File: config.mk
export PLATFORM = sky130hd
export DESIGN_NAME = adc_burst_ctrl
export DESIGN_NICKNAME = d
export VERILOG_FILES = /design/src/rtl/adc_burst_pkg.sv /design/src/rtl/adc_intr_sync.sv /design/src/rtl/adc_wait_timer.sv /design/src/rtl/adc_burst_ctrl.sv
export SDC_FILE = /design/constraint.sdc
export NUM_CORES = 1
export LEC_CHECK = 0
export BUFFER_PORTS_ARGS = -buffer_cell sky130_fd_sc_hd__buf_4
export CORE_MARGIN = 1
export CORE_UTILIZATION = 41
export CTS_BUF_LIST = sky130_fd_sc_hd__clkbuf_2
export DETAILED_ROUTE_END_ITERATION = 8
export PLACE_DENSITY_LB_ADDON = 0.15
export SLEW_MARGIN = 20
export SYNTH_ARGS = -nofsm -noshare
export SYNTH_HDL_FRONTEND = slang
export SYNTH_HIERARCHICAL = 1
export SYNTH_SLANG_ARGS = --single-unit
export TNS_END_PERCENT = 20
File: constraint.sdc
create_clock -name clk -period 6 [get_ports clk]
set_input_delay 1.5 -clock clk [delete_from_list [all_inputs] [get_ports clk]]
set_output_delay 1.5 -clock clk [all_outputs]
set_load 0.1 [all_outputs]
File: src/rtl/adc_burst_pkg.sv
package adc_burst_pkg;

    typedef enum logic [2:0] {
        ST_IDLE,
        ST_WR,
        ST_WAIT,
        ST_RD,
        ST_DONE
    } burst_st_e;

endpackage

File: src/rtl/adc_intr_sync.sv
module adc_intr_sync #(
    parameter int STAGES = 2
) (
    input  logic clk,
    input  logic rst_n,
    input  logic intr_n_i,
    output logic fell_o
);
    // Synchroniser flops, followed by one extra flop for edge detection.
    logic [STAGES:0] sh_q;

    genvar g;
    generate
        for (g = 0; g <= STAGES; g++) begin : g_stage
            if (g == 0) begin : g_first
                always_ff @(posedge clk or negedge rst_n) begin
                    if (!rst_n) sh_q[g] <= 1'b1;
                    else        sh_q[g] <= intr_n_i;
                end
            end else begin : g_next
                always_ff @(posedge clk or negedge rst_n) begin
                    if (!rst_n) sh_q[g] <= 1'b1;
                    else        sh_q[g] <= sh_q[g-1];
                end
            end
        end
    endgenerate

    assign fell_o = sh_q[STAGES] & ~sh_q[STAGES-1];
endmodule

File: src/rtl/adc_wait_timer.sv
module adc_wait_timer #(
    parameter int W = 16
) (
    input  logic         clk,
    input  logic         rst_n,
    input  logic         en_i,
    input  logic [W-1:0] limit_i,
    output logic         expired_o
);
    logic [W-1:0] cnt_d, cnt_q;

    always_comb begin
        cnt_d = en_i ? cnt_q + 1'b1 : '0;
    end

    always_ff @(posedge clk or negedge rst_n) begin
        if (!rst_n) cnt_q <= '0;
        else        cnt_q <= cnt_d;
    end

    assign expired_o = en_i && (limit_i != '0) && (cnt_q == limit_i - 1'b1);
endmodule

File: src/rtl/adc_burst_ctrl.sv
module adc_burst_ctrl
    import adc_burst_pkg::*;
#(
    parameter int  MAX_SAMPLES = 16,
    parameter int  DATA_W      = 8,
    parameter int  TO_W        = 16,
    parameter int  SYNC_STAGES = 2,
    localparam int CNT_W       = $clog2(MAX_SAMPLES + 1),
    localparam int ADDR_W      = $clog2(MAX_SAMPLES)
) (
    input  logic              clk,
    input  logic              rst_n,
    input  logic              start_i,
    input  logic              abort_i,
    input  logic [CNT_W-1:0]  cfg_count_i,
    input  logic              cfg_wait_i,
    input  logic [TO_W-1:0]   cfg_timeout_i,
    output logic              adc_cs_n_o,
    output logic              adc_wr_n_o,
    output logic              adc_rd_n_o,
    input  logic              adc_intr_n_i,
    input  logic [DATA_W-1:0] adc_data_i,
    output logic              buf_we_o,
    output logic [ADDR_W-1:0] buf_addr_o,
    output logic [DATA_W-1:0] buf_wdata_o,
    output logic              busy_o,
    output logic              done_o,
    output logic              err_o
);
    localparam logic [CNT_W-1:0] MAX_CNT = CNT_W'(MAX_SAMPLES);

    typedef struct packed {
        burst_st_e         st;
        logic              ph;
        logic              wait_en;
        logic [CNT_W-1:0]  tgt;
        logic [CNT_W-1:0]  cnt;
        logic              cs_n;
        logic              wr_n;
        logic              rd_n;
        logic              we;
        logic [ADDR_W-1:0] addr;
        logic [DATA_W-1:0] wdata;
        logic              done;
        logic              err;
    } regs_t;

    localparam regs_t REGS_RST = '{
        st: ST_IDLE, ph: 1'b0, wait_en: 1'b0, tgt: '0, cnt: '0,
        cs_n: 1'b1, wr_n: 1'b1, rd_n: 1'b1, we: 1'b0,
        addr: '0, wdata: '0, done: 1'b0, err: 1'b0
    };

    regs_t r_d, r_q;
    logic  intr_fell;
    logic  wait_expired;
    logic  ph_last;

    adc_intr_sync #(.STAGES(SYNC_STAGES)) u_sync (
        .clk      (clk),
        .rst_n    (rst_n),
        .intr_n_i (adc_intr_n_i),
        .fell_o   (intr_fell)
    );

    adc_wait_timer #(.W(TO_W)) u_timer (
        .clk       (clk),
        .rst_n     (rst_n),
        .en_i      (r_q.st == ST_WAIT),
        .limit_i   (cfg_timeout_i),
        .expired_o (wait_expired)
    );

    // The current strobe clock is the final one of its pulse.
    assign ph_last = (r_q.ph == r_q.wait_en);

    always_comb begin
        r_d      = r_q;
        r_d.we   = 1'b0;
        r_d.done = 1'b0;
        unique case (r_q.st)
            ST_IDLE: begin
                if (start_i) begin
                    r_d.err     = 1'b0;
                    r_d.wait_en = cfg_wait_i;
                    r_d.tgt     = (cfg_count_i > MAX_CNT) ? MAX_CNT : cfg_count_i;
                    r_d.cnt     = '0;
                    r_d.ph      = 1'b0;
                    if (cfg_count_i == '0) begin
                        r_d.st   = ST_DONE;
                        r_d.done = 1'b1;
                    end else begin
                        r_d.st   = ST_WR;
                        r_d.cs_n = 1'b0;
                        r_d.wr_n = 1'b0;
                    end
                end
            end
            ST_WR: begin
                if (abort_i) begin
                    r_d.ph = 1'b0;
                end else if (ph_last) begin
                    r_d.cs_n = 1'b1;
                    r_d.wr_n = 1'b1;
                    r_d.st   = ST_WAIT;
                end else begin
                    r_d.ph = 1'b1;
                end
            end
            ST_WAIT: begin
                if (abort_i) begin
                    r_d.st   = ST_WR;
                    r_d.cs_n = 1'b0;
                    r_d.wr_n = 1'b0;
                    r_d.ph   = 1'b0;
                end else if (intr_fell) begin
                    r_d.st   = ST_RD;
                    r_d.cs_n = 1'b0;
                    r_d.rd_n = 1'b0;
                    r_d.ph   = 1'b0;
                end else if (wait_expired) begin
                    r_d.err  = 1'b1;
                    r_d.done = 1'b1;
                    r_d.st   = ST_DONE;
                end
            end
            ST_RD: begin
                if (ph_last) begin
                    r_d.rd_n  = 1'b1;
                    r_d.we    = 1'b1;
                    r_d.wdata = adc_data_i;
                    r_d.addr  = r_q.cnt[ADDR_W-1:0];
                    r_d.cnt   = r_q.cnt + 1'b1;
                    r_d.ph    = 1'b0;
                    if (r_q.cnt + 1'b1 == r_q.tgt) begin
                        r_d.cs_n = 1'b1;
                        r_d.done = 1'b1;
                        r_d.st   = ST_DONE;
                    end else begin
                        r_d.wr_n = 1'b0;
                        r_d.st   = ST_WR;
                    end
                end else begin
                    r_d.ph = 1'b1;
                end
            end
            ST_DONE: begin
                r_d.st = ST_IDLE;
            end
            default: r_d = REGS_RST;
        endcase
    end

    always_ff @(posedge clk or negedge rst_n) begin
        if (!rst_n) r_q <= REGS_RST;
        else        r_q <= r_d;
    end

    assign adc_cs_n_o  = r_q.cs_n;
    assign adc_wr_n_o  = r_q.wr_n;
    assign adc_rd_n_o  = r_q.rd_n;
    assign buf_we_o    = r_q.we;
    assign buf_addr_o  = r_q.addr;
    assign buf_wdata_o = r_q.wdata;
    assign busy_o      = (r_q.st != ST_IDLE);
    assign done_o      = r_q.done;
    assign err_o       = r_q.err;
endmodule

==> results of run 1 <==
-- sequential cells by signal, indices dropped and copies added, names as in the netlist --
name / cells
u_sync/sh_q: 3
buf_we_o: 1
err_o: 1
u_timer/cnt_q: 16
buf_addr_o: 4
buf_wdata_o: 8
adc_cs_n_o: 1
done_o: 1
adc_wr_n_o: 1
adc_rd_n_o: 1
r_q: 15
-- critical path: cells and delay by family --
| family | cells | cell delay, ns |
|---|---|---|
| buffers and inverters | 2 | 0.21 |
| adders and majority gates | 1 | 0.17 |
| and+or+nand+nor | 6 | 2.21 |
| AOI/OAI and AO/OA | 3 | 0.46 |
-- power groups by stage --
stage | sequential [mW] | combinational [mW] | clock [mW]
after global routing | 0.546 | 0.863 | 0.167
after CTS | 0.531 | 0.805 | 0.154
after global placement | 0.536 | 0.800 | 0
after floorplan | 0.581 | 0.648 | 0
after detailed placement | 0.539 | 0.801 | 0
final | 0.531 | 0.804 | 0.144
-- metal layers --
| metal | share of wire (%) | track usage, % |
|---|---|---|
| met1 | 52 | 26.0 |
| met2 | 44 | 26.3 |
| met3 | 4.2 | 2.69 |
| met4 | 0.63 | 3.49 |
| met5 | 0 | 0 |
-- through the flow --
step                      setup slack (ns)  utilization [%]  hold WS (ns)
after floorplan                       1.94                -         0.345
after global placement                1.57             48.0         0.346
after detailed placement              1.39             48.0         0.348
after CTS                             1.91             48.6         0.379
after global routing                  1.68             48.7         0.378
final                                 1.85             48.7         0.376
-- worst max-delay path by stage --
stage	start	to	slack [ns]	cells past startpoint
after floorplan	cfg_timeout_i[0]	adc_cs_n_o$_DFFE_PN1P_	1.94	11
after global placement	cfg_timeout_i[0]	adc_cs_n_o$_DFFE_PN1P_	1.57	12
after detailed placement	cfg_timeout_i[0]	adc_cs_n_o$_DFFE_PN1P_	1.39	12
after CTS	cfg_timeout_i[0]	adc_cs_n_o$_DFFE_PN1P_	1.91	12
after global routing	cfg_timeout_i[0]	adc_cs_n_o$_DFFE_PN1P_	1.68	12
final	cfg_timeout_i[0]	adc_cs_n_o$_DFFE_PN1P_	1.85	12
-- cell usage after synthesis, drive strengths merged, types with 3 or more instances --
| cell | number | area [um^2] |
|---|---|---|
| a31oi | 3 | 18.8 |
| a21oi | 9 | 48.8 |
| nor4 | 5 | 58.8 |
| a22o | 13 | 114 |
| and2 | 15 | 93.8 |
| clkbuf | 4 | 15.0 |
| xnor2 | 32 | 280 |
| nand4 | 7 | 43.8 |
| nor2 | 12 | 45.0 |
| nand3 | 13 | 65.1 |
| inv | 8 | 30.0 |
| o21ai | 20 | 111 |
| nor3 | 9 | 56.3 |
| buf | 19 | 155 |
| ha | 4 | 50.1 |
| dfstp | 6 | 158 |
| a22oi | 8 | 60.1 |
| nor2b | 7 | 51.3 |
| and3 | 5 | 32.5 |
| nand2 | 21 | 78.8 |
| o221ai | 4 | 41.3 |
| dfrtp | 46 | 1150 |
| nand2b | 5 | 33.8 |
| or4 | 4 | 33.8 |
| xor2 | 10 | 95.1 |
-- layout make-up --
cell class                 instances  area (um^2)
fill                             714         3800
multi-input combinational        237         1690
sequential                        52         1310
timing repair buffer              54          405
tap                               99          124
inverter                           8         30.0
clock buffer                       5         25.0
clock inverter                     3         21.3
-- cell families (layout without fill, tap and decap cells) --
family	Yosys count	after routing	share of synthesized area [%]
muxes	2	2	0.625
adders and majority gates	4	4	1.56
and+or+nand+nor	117	117	22.1
buffers and inverters	31	70	6.25
DFF	52	52	40.9
xor gates and xnor gates	43	43	12.4
AOI/OAI and AO/OA	71	71	16.2
==> results.py, run 1 <==
metrics = {
    "cts": {
        "clk_path_buf_depth": 2,
        "clock_sinks": 52,
        "cts_root_buffer": "sky130_fd_sc_hd__clkbuf_2",
        "number_of_clock_buffers_inserted_by_tritoncts": 5,
        "clk_pin_slew_worst_paths_ns": 0.26,
        "cts-resized-gates": 0,
        "cts.htree.levels": 2,
        "insertion_delay_ns": 0.43,
        "cts_tree": "built",
        "cts.repair_timing.setup_buffer_count": 0,
        "ctsHoldBuffers": 0,
    },
    "setup_path": {
        "worst-setup-path-type": "in -> reg",
        "cell_with_the_biggest_individual_delay_on_the_critical_path": "sky130_fd_sc_hd__or4_1",
        "critical_path_peak_fanout": 5,
        "timing.critical_path.cells": "buf_4 > inv_1 > ha_1 > nor2b_1 > a31oi_1 > nor3_1 > nand4_1 > or4_1 > nor4_2 > o221ai_2 > or4_4 > o21a_1",
        "timing.critical_path.arrival_ns": 4.55,
        "start_kind": "primary input",
        "timing.reg2reg.setup_slack_ns": 2.35,
        "end_kind": "flip-flop",
        "r2r-end": "adc_cs_n_o$_DFFE_PN1P_",
        "cp.required_ns": 6.40,
        "worst_r2r_path_depth": 8,
        "regToRegStartpoint": "r_q[31]$_DFFE_PN0P_",
        "worst_path_largest_cell_delay_ns": 0.57,
    },
    "layout": {
        "area_growth_syn_to_layout_pct": 12.7,
        "finish.cell_count_without_fillers": 458,
        "final_design_area_no_fill_um2": 3610,
        "fin_nets": 397,
        "most-common-layout-cells": "sky130_fd_sc_hd__buf_4, sky130_fd_sc_hd__dfrtp_1, sky130_fd_sc_hd__xnor2_1",
        "antenna_cells": 0,
        "layout_commonest_cell": "sky130_fd_sc_hd__buf_4",
        "drive_gt1_share_pct": 24.5,
    },
    "placed_design": {
        "gp_congestion": 0.787,
        "placed_cell_area_um2": 3550,
        "place.port_buffers": 53,
        "post-dp-hpwl_um": 4920,
        "dp_cells": 449,
    },
    "synth": {
        "synth_nets": 359,
        "synth.yosys.seq_area_share_pct": 40.9,
        "post_synth_inst_count": 320,
        "synth-async-reset-ratio_pct": 100,
        "synthDistinctLibCells": 64,
        "synth-edff-count": 0,
        "ys_dominant_reg_cell": "sky130_fd_sc_hd__dfrtp_1",
        "total_of_flip_flops_plus_latches_after_synthesis": 52,
        "ys_warn_count": 6,
        "postSynthAreaPerCell_um2": 10.0,
        "synth_area_um2": 3200,
    },
    "worst_hold_path": {
        "worstHoldStart": "u_sync/sh_q[0]$_DFF_PN1_",
        "worst_hold_end": "u_sync/sh_q[1]$_DFF_PN1_",
        "min_path_type": "reg -> reg",
        "min_delay_path_depth": 0,
    },
    "floorplanning": {
        "row_count": 31,
        "start_util_pct": 43.2,
        "die_h_um": 90.4,
        "num_io_pins": 54,
        "dieWidth_um": 90.4,
        "core_region_area_um2": 7410,
        "dieArea_um2": 8170,
    },
    "drt": {
        "drt_drc_violations_left": 0,
        "initialDrtViolationCount": 106,
        "detailed_router_iteration_count_before_antenna_repair": 4,
        "wire_per_inst_um": 14.5,
        "route.antenna.remaining_nets": 0,
        "via_count": 2451,
        "routed_via_density": 5.35,
        "finalWirelength_um": 6650,
    },
    "sta": {
        "setup_total_negative_slack_ns": 0,
        "finalSetupViolCount": 0,
        "peak_freq_mhz": 241,
        "finalWorstPathRequiredPeriod_ns": 4.15,
        "timing.final.max_slew_violations": 0,
        "max_slew.worst_pin.slew_ns": 0.919,
        "finClkSkew_ns": 0.0148,
        "hold_viol": 0,
        "fin_crit_sh_pct": 69.1,
        "max_slew_margin_pct": 38.5,
        "rsz0062_at_grt": "false",
    },
    "run_status": {
        "status": "finished clean",
    },
    "run": {
        "maxCapViolCount": 0,
    },
    "power": {
        "cell_internal_pwr_mw": 0.715,
        "proportion_of_total_power_due_to_net_switching_pct": 51.7,
        "p_per_area_nw_per_um2": 410,
        "power_frac_comb_pct": 54.4,
        "leakage_nw": 1.57,
        "vdd_ir_drop_max_mv": 0.483,
        "pwr-share-clk_pct": 9.7,
        "p_sw_mw": 0.764,
        "power.sequential.fraction_pct": 35.9,
        "total_power_mw": 1.48,
    },
    "global_routing": {
        "grt_pass1_vias": 2399,
        "grt_start_max_net_pins": 53,
        "grt_overflow": 0,
        "grt_first_pass_wirelength_um": 11600,
        "antenna_violations_before_repair": 0,
        "grt_use_total_pct": 17.3,
    },
}
Note: power is estimated with default switching activity, not from simulation.
==> inputs of run 2 (changes only) <==
--- a/config.mk
+++ b/config.mk
@@ -5,6 +5,7 @@
 export SDC_FILE = /design/constraint.sdc
 export NUM_CORES = 1
 export LEC_CHECK = 0
+export ABC_AREA = 1
 export BUFFER_PORTS_ARGS = -buffer_cell sky130_fd_sc_hd__buf_4
 export CORE_MARGIN = 1
 export CORE_UTILIZATION = 41
==> constraint.sdc (replaced) <==
create_clock -name clk -period 4.3 [get_ports clk]
set_input_delay 1.075 -clock clk [delete_from_list [all_inputs] [get_ports clk]]
set_output_delay 1.075 -clock clk [all_outputs]
set_load 0.1 [all_outputs]
==> results.py, run 2 <==
metrics = {
    "sta": {
        "max_slew.worst_pin.slew_ns": 0.813,
        "hold_viol": 0,
        "finalWorstPathRequiredPeriod_ns": 2.69,
        "timing.final.max_slew_violations": 0,
        "max_slew_margin_pct": 45.5,
        "fin_crit_sh_pct": 62.5,
        "setup_total_negative_slack_ns": 0,
        "peak_freq_mhz": 372,
        "finClkSkew_ns": 0.0361,
        "rsz0062_at_grt": "false",
        "finalSetupViolCount": 0,
    },
    "synth": {
        "area_share_of_the_largest_cell_type_after_synthesis_pct": 34.3,
        "synth.cells.most_frequent": "sky130_fd_sc_hd__nand2_1, sky130_fd_sc_hd__inv_1, sky130_fd_sc_hd__nor2_1, sky130_fd_sc_hd__dfrtp_1",
        "synthDistinctLibCells": 36,
        "ys_warn_count": 6,
        "yosysMostFrequentCell": "sky130_fd_sc_hd__nand2_1",
        "yosys-top-cells-area": "sky130_fd_sc_hd__dfrtp_1, sky130_fd_sc_hd__nand2_1, sky130_fd_sc_hd__inv_1",
        "total_of_flip_flops_plus_latches_after_synthesis": 52,
        "synth_area_um2": 3360,
        "synth.yosys.seq_area_share_pct": 39.0,
        "synth_top_area_cell": "sky130_fd_sc_hd__dfrtp_1",
        "synth-edff-count": 0,
        "ys_dominant_reg_cell": "sky130_fd_sc_hd__dfrtp_1",
        "postSynthAreaPerCell_um2": 7.41,
        "synth_nets": 492,
        "synth-async-reset-ratio_pct": 100,
        "post_synth_inst_count": 453,
    },
    "setup_path": {
        "cp.required_ns": 3.22,
        "timing.critical_path.arrival_ns": 1.61,
        "critical_path_buf_inv_count": 1,
        "end_kind": "output pin",
        "worst_path_dominant_cell_family": "flip-flops",
        "worst_path_largest_cell_delay_ns": 0.55,
        "worst-setup-path-type": "reg -> out",
        "timing.critical_path.cells": "nor2_4 > nand2_2 > buf_4",
        "start_kind": "flip-flop",
        "cell_with_the_biggest_individual_delay_on_the_critical_path": "sky130_fd_sc_hd__dfrtp_1",
        "critical_path_peak_fanout": 6,
    },
    "placed_design": {
        "placed_cell_area_um2": 3770,
        "post-dp-hpwl_um": 5580,
        "gp_congestion": 0.899,
        "place.port_buffers": 53,
    },
    "power": {
        "power_frac_comb_pct": 55.1,
        "p_per_area_nw_per_um2": 547,
        "p_sw_mw": 1.09,
        "pwr-share-clk_pct": 12.7,
        "power.sequential.fraction_pct": 32.2,
        "cell_internal_pwr_mw": 1.01,
        "leakage_nw": 1.87,
        "proportion_of_total_power_due_to_net_switching_pct": 51.8,
        "vdd_ir_drop_max_mv": 0.412,
    },
    "cts": {
        "insertion_delay_ns": 0.46,
        "cts_tree": "built",
        "cts_root_buffer": "sky130_fd_sc_hd__clkbuf_2",
        "ctsHoldBuffers": 0,
        "cts.repair_timing.setup_buffer_count": 0,
        "clk_path_buf_depth": 2,
        "cts.htree.levels": 2,
        "clk_pin_slew_worst_paths_ns": 0.27,
        "cts-resized-gates": 0,
        "number_of_clock_buffers_inserted_by_tritoncts": 5,
        "clock_sinks": 52,
    },
    "layout": {
        "area_growth_syn_to_layout_pct": 14.5,
        "drive_gt1_share_pct": 23.4,
        "final_design_area_no_fill_um2": 3840,
        "largest_reg_flops": 16,
        "most-common-layout-cells": "sky130_fd_sc_hd__nand2_1, sky130_fd_sc_hd__inv_1, sky130_fd_sc_hd__buf_4",
        "top_register": "u_timer/cnt_q",
        "fin_nets": 537,
        "antenna_cells": 0,
        "layout_commonest_cell": "sky130_fd_sc_hd__nand2_1",
    },
    "global_routing": {
        "grt_pass1_vias": 2646,
        "grt_use_total_pct": 18.1,
        "grt_overflow": 0,
        "antenna_violations_before_repair": 0,
        "grt_first_pass_wirelength_um": 12200,
        "grt_start_max_net_pins": 53,
    },
    "floorplanning": {
        "row_count": 32,
        "start_util_pct": 43.0,
        "die_h_um": 92.5,
        "core_region_area_um2": 7810,
        "dieWidth_um": 92.5,
        "num_io_pins": 54,
        "dieArea_um2": 8550,
    },
    "drt": {
        "routed_via_density": 4.78,
        "wire_per_inst_um": 12.1,
        "detailed_router_iteration_count_before_antenna_repair": 4,
        "initialDrtViolationCount": 138,
        "route.antenna.remaining_nets": 0,
        "via_count": 2872,
        "drt_drc_violations_left": 0,
        "finalWirelength_um": 7250,
    },
    "run": {
        "maxCapViolCount": 0,
    },
    "worst_hold_path": {
        "min_path_type": "reg -> reg",
    },
    "run_status": {
        "status": "finished clean",
    },
}
-- run 2: worst paths after layout --
kind                                               start  cells after the start  slack (ns)                          end
worst max-delay path                 r_q[30]$_DFFE_PN0P_                      3        1.61                       busy_o
worst min-delay path            u_sync/sh_q[0]$_DFF_PN1_                      0        0.38     u_sync/sh_q[1]$_DFF_PN1_
worst min register to register  u_sync/sh_q[0]$_DFF_PN1_                      0        0.38     u_sync/sh_q[1]$_DFF_PN1_
min in group asynchronous                          rst_n                      1        0.57  u_timer/cnt_q[15]$_DFF_PN0_
max in group asynchronous                          rst_n                      1        3.25          r_q[29]$_DFFE_PN0P_
worst max register to register       r_q[31]$_DFFE_PN0P_                     15        1.94          r_q[31]$_DFFE_PN0P_
-- run 2: cells by family after synthesis --
group,Yosys count,synth area share (%)
mux,1,0.298
buf+inv,88,11.4
xor+xnor,19,4.96
simple gates,232,33.3
flops,52,39.0
compound gates,57,9.51
fa+ha+maj,4,1.49
-- run 2: layout make-up --
cell class	instances	area, um^2
fill	784	3970
multi-input combinational	313	1660
sequential	52	1310
timing repair buffer	53	398
inverter	73	274
tap	102	128
clock inverter	3	46.3
clock buffer	5	25.0
-- run 2: stage by stage --
step           setup slack (ns)  utilization [%]  hold slack [ns]  cells  power (mW)
2_1_floorplan              1.75                -            0.345    453        1.63
3_3_place_gp               1.38             48.3            0.347    593        1.84
3_5_place_dp               1.31             48.3            0.349    593        1.85
4_1_cts                    1.59             49.2            0.379    601        2.13
5_1_grt                    1.52             49.2            0.385    601        2.25
6_report                   1.61             49.2            0.376    601        2.10
-- run 2: worst reg2reg max path: stages (launching register included) --
cell,delay (ns)
sky130_fd_sc_hd__dfrtp_1,0.50
sky130_fd_sc_hd__inv_2,0.09
sky130_fd_sc_hd__nor2_2,0.14
sky130_fd_sc_hd__nand2_2,0.13
sky130_fd_sc_hd__inv_2,0.25
sky130_fd_sc_hd__nand3_1,0.11
sky130_fd_sc_hd__nor2_1,0.09
sky130_fd_sc_hd__nand2_1,0.05
sky130_fd_sc_hd__nor2_1,0.11
sky130_fd_sc_hd__nand2_1,0.06
sky130_fd_sc_hd__nor2_1,0.08
sky130_fd_sc_hd__nand3_1,0.07
sky130_fd_sc_hd__nor2_1,0.16
sky130_fd_sc_hd__nor2_1,0.09
sky130_fd_sc_hd__nor2_2,0.19
sky130_fd_sc_hd__mux2i_1,0.19
-- run 2: power by group through the flow --
stage          sequential (mW)  combinational (mW)  clock (mW)
5_1_grt                  0.690                1.27       0.289
6_report                 0.677                1.16       0.267
3_3_place_gp             0.685                1.16           0
3_5_place_dp             0.687                1.17           0
2_1_floorplan            0.844               0.786           0
4_1_cts                  0.678                1.17       0.278
-- run 2: metal layers --
layer	vias up	share of wire, %	global-route usage, %
met5	-	0	0
met2	56	45	27.5
met3	8	4.1	2.87
li1	1510	-	-
met1	1298	50	26.7
met4	0	0.87	4.43
==> inputs of run 3 (changes only) <==
==> constraint.sdc (replaced) <==
create_clock -name clk -period 2.6 [get_ports clk]
set_input_delay 0.65 -clock clk [delete_from_list [all_inputs] [get_ports clk]]
set_output_delay 0.65 -clock clk [all_outputs]
set_load 0.1 [all_outputs]
==> results.py, run 3 (same netlist as run 2, synthesis figures left out) <==
metrics = {
    "floorplanning": {
        "start_util_pct": 43.0,
        "dieWidth_um": 92.5,
        "num_io_pins": 54,
        "die_h_um": 92.5,
        "core_region_area_um2": 7810,
        "row_count": 32,
        "dieArea_um2": 8550,
    },
    "cts": {
        "cts.repair_timing.setup_buffer_count": 0,
        "insertion_delay_ns": 0.42,
        "cts-resized-gates": 0,
        "cts.htree.levels": 2,
        "clk_pin_slew_worst_paths_ns": 0.25,
        "clock_sinks": 52,
        "clk_path_buf_depth": 2,
        "cts_tree": "built",
        "ctsHoldBuffers": 0,
        "number_of_clock_buffers_inserted_by_tritoncts": 5,
        "cts_root_buffer": "sky130_fd_sc_hd__clkbuf_2",
    },
    "layout": {
        "finalCoreUtilization_pct": 49.1,
        "drive_gt1_share_pct": 23.7,
        "final_design_area_no_fill_um2": 3830,
        "area_growth_syn_to_layout_pct": 14.2,
        "fillerInstances": 781,
        "top_register": "u_timer/cnt_q",
        "most-common-layout-cells": "sky130_fd_sc_hd__nand2_1, sky130_fd_sc_hd__inv_1, sky130_fd_sc_hd__buf_4",
        "antenna_cells": 0,
        "finish.cell_count_without_fillers": 604,
        "largest_reg_flops": 16,
        "fin_nets": 540,
        "layout_commonest_cell": "sky130_fd_sc_hd__nand2_1",
    },
    "run_status": {
        "status": "finished clean",
    },
    "placed_design": {
        "dp_cells": 596,
        "place.port_buffers": 53,
        "placed_cell_area_um2": 3790,
        "gp_congestion": 0.868,
        "post-dp-hpwl_um": 5490,
    },
    "sta": {
        "finalWorstPathRequiredPeriod_ns": 2.23,
        "fin_crit_sh_pct": 85.8,
        "finClkSkew_ns": 0.00489,
        "peak_freq_mhz": 448,
        "max_slew.worst_pin.slew_ns": 0.656,
        "timing.final.max_slew_violations": 0,
        "hold_viol": 0,
        "max_slew_margin_pct": 56.3,
        "finalSetupViolCount": 0,
        "rsz0062_at_grt": "false",
        "setup_total_negative_slack_ns": 0,
    },
    "drt": {
        "drt_drc_violations_left": 0,
        "initialDrtViolationCount": 82,
        "detailed_router_iteration_count_before_antenna_repair": 4,
        "finalWirelength_um": 7060,
        "route.antenna.remaining_nets": 0,
        "routed_via_density": 4.74,
        "wire_per_inst_um": 11.7,
        "via_count": 2861,
    },
    "run": {
        "maxCapViolCount": 0,
    },
    "setup_path": {
        "worst-setup-path-type": "reg -> out",
        "end_kind": "output pin",
        "start_kind": "flip-flop",
        "timing.critical_path.arrival_ns": 1.58,
        "critical_path_peak_fanout": 6,
        "cp.required_ns": 1.95,
    },
    "global_routing": {
        "grt_use_total_pct": 17.7,
        "grt_start_max_net_pins": 53,
        "grt_pass1_vias": 2675,
        "grt_overflow": 0,
        "grt_first_pass_wirelength_um": 12100,
        "antenna_violations_before_repair": 0,
    },
    "power": {
        "power.sequential.fraction_pct": 33.1,
        "pwr-share-clk_pct": 9.2,
        "p_per_area_nw_per_um2": 882,
        "power_frac_comb_pct": 57.6,
        "p_sw_mw": 1.78,
        "vdd_ir_drop_max_mv": 0.725,
        "cell_internal_pwr_mw": 1.60,
        "leakage_nw": 1.88,
        "total_power_mw": 3.38,
        "proportion_of_total_power_due_to_net_switching_pct": 52.6,
    },
    "worst_hold_path": {
        "min_path_type": "in -> async",
    },
}
## run 3: cell count changes in the layout (fill, tap and decap cells not counted)
cell | previous run | this run
sky130_fd_sc_hd__buf_4 | 53 | 56
sky130_fd_sc_hd__bufinv_16 | 1 | 0
sky130_fd_sc_hd__clkinv_1 | 0 | 1
sky130_fd_sc_hd__clkinv_2 | 0 | 2
sky130_fd_sc_hd__clkinvlp_4 | 1 | 0
sky130_fd_sc_hd__inv_6 | 1 | 0
## run 3: routing by layer
metal	track usage, %	vias up	wire length (um)
met4	3.52	0	23
met5	0	-	0
met1	25.4	1287	3620
li1	-	1518	-
met2	28.2	54	3140
met3	2.87	2	275
## run 3: through the flow
stage                     setup slack [ns]  hold WS [ns]
after floorplan                      0.471         0.345
after global placement              0.0987         0.348
after detailed placement           0.00740         0.351
after CTS                            0.353         0.210
after global routing                 0.171         0.218
final                                0.369         0.220
## run 3: final cells by class
| class | count | area [um^2] | area share (%) |
|---|---|---|---|
| multi-input combinational | 313 | 1660 | 43.4 |
| tap | 102 | 128 | 3.33 |
| clock buffer | 5 | 25.0 | 0.653 |
| inverter | 73 | 274 | 7.15 |
| timing repair buffer | 56 | 420 | 11.0 |
| clock inverter | 3 | 13.8 | 0.359 |
| sequential | 52 | 1310 | 34.1 |
## run 3: critical path, stage by stage (launching register included)
cell,delay (ns)
sky130_fd_sc_hd__dfrtp_1,0.55
sky130_fd_sc_hd__nor2_4,0.24
sky130_fd_sc_hd__nand2_2,0.12
sky130_fd_sc_hd__buf_4,0.25
## run 3: power by group through the flow
stage	registers (mW)	logic, mW	clock network, mW
floorplan	1.40	1.30	0
global route	1.15	2.15	0.361
finish	1.12	1.95	0.312
detailed placement	1.14	1.96	0
global placement	1.13	1.95	0
CTS	1.12	1.97	0.332
## run 3: worst paths after layout
kind	slack, ns	end	cells after the start	from
max in group asynchronous	1.96	u_timer/cnt_q[5]$_DFF_PN0_	1	rst_n
min in group clk	0.30	u_sync/sh_q[0]$_DFF_PN1_	1	adc_intr_n_i
hold reg to reg	0.38	u_sync/sh_q[1]$_DFF_PN1_	0	u_sync/sh_q[0]$_DFF_PN1_
hold / removal	0.22	buf_wdata_o[4]$_DFFE_PN0P_	1	rst_n
setup reg to reg	0.37	r_q[31]$_DFFE_PN0P_	15	r_q[31]$_DFFE_PN0P_
setup / recovery	0.37	busy_o	3	r_q[30]$_DFFE_PN0P_
